`config.mk`:
```
export PLATFORM = sky130hd
export DESIGN_NAME = ea_limit_check
export DESIGN_NICKNAME = d
export VERILOG_FILES = /design/src/rtl/ea_limit_check.sv
export SDC_FILE = /design/constraint.sdc
export NUM_CORES = 1
export LEC_CHECK = 0
export BUFFER_PORTS_ARGS = -buffer_cell sky130_fd_sc_hd__buf_4
export CAP_MARGIN = 20
export CORE_MARGIN = 3
export CORE_UTILIZATION = 45
export CTS_CLUSTER_SIZE = 16
export DETAILED_ROUTE_END_ITERATION = 10
export PLACE_DENSITY = 0.74
export SETUP_SLACK_MARGIN = 0.2
export SYNTH_ARGS = -nofsm -noshare
export SYNTH_HDL_FRONTEND = slang
export SYNTH_SLANG_ARGS = --single-unit
```
`constraint.sdc`:
```
create_clock -name clk -period 8.2 [get_ports clk]
set_clock_uncertainty 0.15 [all_clocks]
set_input_delay 0 -clock clk [delete_from_list [all_inputs] [get_ports clk]]
set_output_delay 0 -clock clk [all_outputs]
set_load 0.005 [all_outputs]
```
`src/rtl/ea_limit_check.sv`:
```
module ea_limit_check #(
  parameter int OFS_W    = 32,
  parameter int NARROW_W = 16
) (
  input  logic             clk,
  input  logic             rst_n,
  input  logic             req_valid,
  input  logic             cs_d,
  input  logic             asz_pfx,
  input  logic [2:0]       form,
  input  logic [1:0]       disp_kind,
  input  logic [OFS_W-1:0] disp,
  input  logic [OFS_W-1:0] reg_bx,
  input  logic [OFS_W-1:0] reg_bp,
  input  logic [OFS_W-1:0] reg_si,
  input  logic [OFS_W-1:0] reg_di,
  input  logic             use_base,
  input  logic             base_is_bp,
  input  logic [OFS_W-1:0] base_val,
  input  logic             use_index,
  input  logic [OFS_W-1:0] index_val,
  input  logic [1:0]       scale,
  input  logic [1:0]       acc_len,
  input  logic [OFS_W-1:0] lim_ds,
  input  logic [OFS_W-1:0] lim_ss,
  output logic             out_valid,
  output logic [OFS_W-1:0] out_offset,
  output logic             out_wide,
  output logic             out_stack,
  output logic             out_gp
);
  localparam int END_W = OFS_W + 1;
  localparam int PAD_W = OFS_W - NARROW_W;

  logic                wide;
  logic [NARROW_W-1:0] n_base, n_index, n_disp, n_sum;
  logic                n_stack;
  logic [OFS_W-1:0]    w_disp, w_base, w_index, w_sum;
  logic [OFS_W-1:0]    ofs, lim;
  logic                stk;
  logic [END_W-1:0]    last_byte;
  logic                fault;

  assign wide = cs_d ^ asz_pfx;

  always_comb begin
    n_base  = '0;
    n_index = '0;
    n_stack = 1'b0;
    case (form)
      3'd0: begin n_base = reg_bx[NARROW_W-1:0]; n_index = reg_si[NARROW_W-1:0]; end
      3'd1: begin n_base = reg_bx[NARROW_W-1:0]; n_index = reg_di[NARROW_W-1:0]; end
      3'd2: begin n_base = reg_bp[NARROW_W-1:0]; n_index = reg_si[NARROW_W-1:0]; n_stack = 1'b1; end
      3'd3: begin n_base = reg_bp[NARROW_W-1:0]; n_index = reg_di[NARROW_W-1:0]; n_stack = 1'b1; end
      3'd4: n_index = reg_si[NARROW_W-1:0];
      3'd5: n_index = reg_di[NARROW_W-1:0];
      3'd6: begin n_base = reg_bp[NARROW_W-1:0]; n_stack = 1'b1; end
      default: n_base = reg_bx[NARROW_W-1:0];
    endcase
  end

  always_comb begin
    case (disp_kind)
      2'd1:    begin n_disp = {{(NARROW_W-8){disp[7]}}, disp[7:0]};
                     w_disp = {{(OFS_W-8){disp[7]}}, disp[7:0]}; end
      2'd2:    begin n_disp = disp[NARROW_W-1:0]; w_disp = disp; end
      default: begin n_disp = '0; w_disp = '0; end
    endcase
  end

  assign n_sum   = n_base + n_index + n_disp;
  assign w_base  = use_base  ? base_val : '0;
  assign w_index = use_index ? (index_val << scale) : '0;
  assign w_sum   = w_base + w_index + w_disp;

  assign ofs       = wide ? w_sum : {{PAD_W{1'b0}}, n_sum};
  assign stk       = wide ? (use_base & base_is_bp) : n_stack;
  assign lim       = stk ? lim_ss : lim_ds;
  assign last_byte = {1'b0, ofs} + {{(END_W-2){1'b0}}, acc_len};
  assign fault     = last_byte > {1'b0, lim};

  always_ff @(posedge clk) begin
    if (!rst_n) begin
      out_valid  <= 1'b0;
      out_offset <= '0;
      out_wide   <= 1'b0;
      out_stack  <= 1'b0;
      out_gp     <= 1'b0;
    end else begin
      out_valid <= req_valid;
      if (req_valid) begin
        out_offset <= ofs;
        out_wide   <= wide;
        out_stack  <= stk;
        out_gp     <= fault;
      end
    end
  end
endmodule

```
# After elaboration in Yosys (flattened, before gate mapping)
# Index checks and enable logic that the tools add are counted.
word_totals:
  reg_bits: 36
  inputBits: 305
  out_inout_bits: 36
  elab_cells: 37
op_classes:
  add_sub_neg: 5
  order_cmp: 1
  n_eq_ne: 8
  shift: 1
  muxes: 10
  bitwise: 2
  reduce_logical: 5
ops:
  columns: ["cell", "count"]
  rows:
  - ["32-bit 2-to-1 mux", 4]
  - ["16-bit one-hot mux with 2 select lines", 3]
  - ["32-bit adder", 2]
  - ["32-bit one-hot mux with 2 select lines", 1]
  - ["32-bit by 2-bit adder with 33-bit output", 1]
  - ["33-bit by 32-bit greater-than comparator with 1-bit output", 1]
  - ["16-bit adder", 2]
  - ["32-bit by 2-bit left shift with 32-bit output", 1]
  - ["3-bit equality test (second input constant)", 3]
  - ["3-bit OR reduction", 3]
  - ["3-bit by 2-bit equality test with 1-bit output (second input constant)", 2]
  - ["3-bit by 1-bit equality test with 1-bit output (second input constant)", 1]
  - ["3-bit logical NOT", 1]
  - ["2-bit by 1-bit equality test with 1-bit output (second input constant)", 1]
  - ["2-bit equality test (second input constant)", 1]
  - ["1-bit 2-to-1 mux", 2]
  - ["2-bit OR reduction", 1]
  - ["1-bit bitwise AND", 1]
  - ["1-bit bitwise XOR", 1]

# Logic depth before layout (Yosys ltp)
logic_depth:
  depth_word: 8
  mapped_depth: 31
  mapped_depth_nobuf: 29

# Least setup slack after synthesis
# No wires, ideal clock.
synth_timing:
  path_kind: "in2reg"
  startpoint: "input port scale[0]"
  endpoint: "register out_gp"
  setup_ns: 0.132
  arrival_time_ns: 6.668
  t_required_ns: 7.918
  setup_slack_ns: 1.251
  cell_stages: 29
  path_buffers: 5
  cell_sequence: "clkbuf_1 > buf_1 > clkbuf_1 > mux2i_1 > nand2_1 > o211ai_1 > fa_1 > inv_1 > ha_1 > clkbuf_1 > and3_1 > a221oi_1 > xnor2_1 > mux2i_1 > or3_4 > or4_4 > or4_1 > buf_2 > nor3_1 > xnor2_1 > ha_1 > a21o_1 > a21o_1 > a21o_1 > a211oi_1 > o21ai_0 > o21ai_0 > a21o_1 > o41ai_1"
synth_between:
  elab_chain_len: 7
synth_rtl:
  columns: ["item", "line_no", "rtl"]
  rows:
  - ["start, declared", "22", "input logic [1:0] scale,"]
  - ["32-bit by 2-bit left shift with 32-bit output", "73", "assign w_index = use_index ? (index_val << scale) : '0;"]
  - ["32-bit 2-to-1 mux", "73", null]
  - ["32-bit adder (2 in series)", "74", "assign w_sum = w_base + w_index + w_disp;"]
  - ["32-bit 2-to-1 mux", "76", "assign ofs = wide ? w_sum : {{PAD_W{1'b0}}, n_sum};"]
  - ["32-bit by 2-bit adder with 33-bit output", "79", "assign last_byte = {1'b0, ofs} + {{(END_W-2){1'b0}}, acc_len};"]
  - ["33-bit by 32-bit greater-than comparator with 1-bit output", "80", "assign fault = last_byte > {1'b0, lim};"]
  - ["end signal, assigned", "95", "out_gp <= fault;"]
  - ["end, declared", "30", "output logic out_gp"]
# Every way passes these cells.
# A chain may end at the register's enable or synchronous reset.

# Worst setup path in the final report
layout_timing:
  startpoint: "input port disp_kind[1]"
  endpoint: "register out_gp"
layout_between:
  elab_chain_len: 6
  word_cells_on_any_way: 9
  classes_between: "add/sub: 3; order compare: 1; eq/ne: 2; mux: 3"
layout_rtl:
  columns: ["item", "line_no", "rtl"]
  rows:
  - ["start, declared", "11", "input logic [1:0] disp_kind,"]
  - ["2-bit equality test or 2-bit by 1-bit equality test with 1-bit output (tied branches)", "63", "case (disp_kind)"]
  - ["32-bit one-hot mux with 2 select lines or 16-bit one-hot mux with 2 select lines (tied branches)", "63", null]
  - ["32-bit adder or 16-bit adder (tied branches)", "74, 71", null]
  - ["32-bit 2-to-1 mux *", "76", null]
  - ["32-bit by 2-bit adder with 33-bit output *", "79", null]
  - ["33-bit by 32-bit greater-than comparator with 1-bit output *", "80", null]
# Mark *: on every way between the ends. The rest lies on a longest branch, timed or not.

==> run_results.csv <==
group,metric,value,unit
logic_synthesis,yosys_warnings,0,
outcome,status,"complete, no violations",
clock_tree,post_cts_buffers,0,
min_path,worstHoldPathCells,3,
grt,grt_max_degree,50,
floorplan,die_w,148.1,µm
sta,layout_setup_ws,0.9749,ns
logic_synthesis,synth-adder-area-share,21.81,%
floorplan,core_area,19650,µm²
sta,fin_crit,7.225,ns
sta,fmax,138.4,MHz
grt,grt_usage,24.47,%
logic_synthesis,synth.avg_cell_area,7.418,µm²
grt,grt_pass1_vias,9399,
power_and_ir_drop,leakage,5.665,nW
sta,drv_slew,0,
min_path,hp-class,"in2reg",
run,cap_violations,0,
grt,grt.overflow.total,0,
final_layout,final_util,58.25,%
sta,rsz0062_at_grt,"no",
drt,drtPass1Iterations,7,
setup_path,r2r_end,"out_gp",
power_and_ir_drop,power,1.542,mW
setup_path,crit_start,"disp_kind[1]",
drt,routedWlPerCell,16.43,µm
setup_path,cp-end-kind,"flip-flop",
logic_synthesis,synth_top_area_share,11.01,%
final_layout,stdcell_count,1708,
min_path,hold_start,"req_valid",
drt,drc,0,
logic_synthesis,synth_xor_area_share,5.934,%
logic_synthesis,synth-simple-area-share,21.69,%
placement,place_hpwl,23640,µm
sta,fin_setup_tns,0,ns
logic_synthesis,synth_area_leaders,"ha_1 11%, fa_1 11%, mux2i_1 11%",
setup_path,worstSetupPathType,"in2reg",
placement,place_congestion,0.8964,
sta,fin_crit_sh,88.11,%
logic_synthesis,async_flop_share,0,%
clock_tree,cts-buffers-inserted,5,
drt,wl,28060,µm
setup_path,r2r-start,"out_gp",
floorplan,die_y,148.1,µm
logic_synthesis,synth_top_family_by_area,"adder cells",
final_layout,diodes,0,
final_layout,syn2layout_area_growth,25.98,%
grt,grt_pass1_wl,44760,µm
logic_synthesis,syn_nets,1659,
setup_path,cp-start-kind,"primary input",
logic_synthesis,ys.flop_type,"dfxtp_1",
power_and_ir_drop,power.density,134.7,nW/µm²
clock_tree,ctsHoldBuffers,1,
clock_tree,cts_tree,"built",
setup_path,arrival,7.21,ns
clock_tree,clkLatencyLatePin,0.27,ns
sta,worst_slew_pin_slew,1.095,ns
clock_tree,cts-htree-levels,2,
drt,via_count,9533,
final_layout,drive_gt1_share,22.66,%
logic_synthesis,syn-instance-count,1225,
placement,dp.cells,1699,
placement,pre_cts_ws,0.8132,ns
logic_synthesis,synth_edf_count,0,
clock_tree,ctsLongestPathBuffers,2,
final_layout,final_nets,1876,
clock_tree,clk_pin_slew,0.05,ns
logic_synthesis,yosysUniqueCellTypes,70,
logic_synthesis,synth_largest_area_cell,"ha_1",
floorplan,dieArea,21940,µm²
clock_tree,cts-root-buf,"clkbuf_16",
logic_synthesis,synth_most_common_cell,"nand2_1",
clock_tree,cts.sinks,36,
clock_tree,cts_resized,0,
drt,via_per_inst,5.581,
drt,drt_iter0_markers,525,
setup_path,reg2reg_slack,7.15,ns
placement,portBuffers,276,
sta,finalHoldViolations,0,
floorplan,start_util,46.24,%
floorplan,io_pins,341,
setup_path,rr_worst_depth,3,
logic_synthesis,synth_commonest_cells,"191 x nand2_1, 107 x inv_1, 101 x nor2_1",
drt,postRouteAntennaNets,0,
floorplan,num_rows,51,
logic_synthesis,syn-cell-area,9087,µm²
logic_synthesis,muxShareOfSynthArea,15.41,%
logic_synthesis,synth_compound_area_share,19.74,%
setup_path,crit_path_max_fanout,24,
setup_path,cp_data_required_time,8.18,ns
sta,finalSetupViolCount,0,
logic_synthesis,synth-seq-cells,36,
power_and_ir_drop,ir_drop,0.00008326,V
logic_synthesis,ys_seq_area_share,7.931,%
grt,antenna_found_initial,0,
sta,max_slew_margin,26.88,%
min_path,hold_path_end,"out_offset[30]",
## cells in the final DEF (no fill, tap or decap), drive strengths merged, types with 21 or more instances in the layout
cell type | netlist | layout
xor2 | 26 | 26
nor3 | 27 | 27
a21o | 42 | 42
buf | 16 | 281
nor2 | 101 | 101
inv | 107 | 107
fa | 49 | 49
nand2 | 191 | 191
xnor2 | 30 | 30
nand4 | 21 | 21
mux2i | 96 | 96
a21oi | 63 | 63
ha | 80 | 80
dfxtp | 36 | 36
o21ai | 57 | 57
nand3 | 24 | 24
## kinds of logic after synthesis
group                      after synthesis
DFF                                     36
muxes                                  122
buffers and inverters                  180
AOI/OAI and AO/OA                      271
and+or+nand+nor                        430
adders and majority gates              129
xor gates and xnor gates                57
## state kept, by name, summed over array words and instances, names as in the netlist
name,count
out_gp,1
out_wide,1
out_valid,1
out_offset,32
out_stack,1
## how the worst max path moves through the flow
stage,end,depth (start not counted)
after floorplan,out_gp,29
after global placement,out_gp,27
after detailed placement,out_gp,27
after CTS,out_gp,27
after global routing,out_gp,27
final,out_gp,28
## metal layers
layer,GRT usage (%),up-vias,routed length [µm]
li1,-,4738,-
met1,30.22,4425,11780
met2,44.44,338,13740
met3,3.870,32,1806
met4,6.374,0,737
met5,0,-,0
## power breakdown
part	switching [mW]	internal (mW)	leakage (nW)
logic	0.624	0.473	5.28
registers	0.0116	0.195	0.297
clock network	0.0775	0.160	0.0901
total	0.713	0.829	5.66
## area by class of cell
class	count	area, µm²
inverter	108	405.4
tap	265	331.6
multi-input combinational	1009	7689
clock inverter	1	30.03
clock buffer	7	152.6
fill	1934	8205
sequential	36	720.7
timing repair buffer	282	2120
## stage by stage
stage	hold WS (ns)	area, µm²
detailed placement	0.1091	11260
CTS	0.1016	11450
floorplan	-0.02829	9087
finish	0.1033	11450
global route	0.1535	11450
global placement	0.07665	11260
## critical path: stages
cell and delay (ns):
buf_4 0.11, inv_1 0.04, ha_1 0.15, nand2_1 0.51, a21oi_1 0.53, inv_1 0.12
fa_1 0.54, inv_1 0.04, ha_1 0.43, nand4_1 0.16, nor3_1 0.37, nand2_1 0.18
and3_1 0.19, or4_1 0.53, nor4b_1 0.79, and4_1 0.36, nand4_1 0.12, xnor2_1 0.19
ha_1 0.33, a21o_1 0.19, a21o_1 0.18, a21o_1 0.19, a21o_1 0.18, a211oi_1 0.25
o21ai_0 0.15, o21ai_0 0.16, a21o_1 0.13, o41ai_1 0.06
Note: power is estimated with default switching activity, not from simulation.
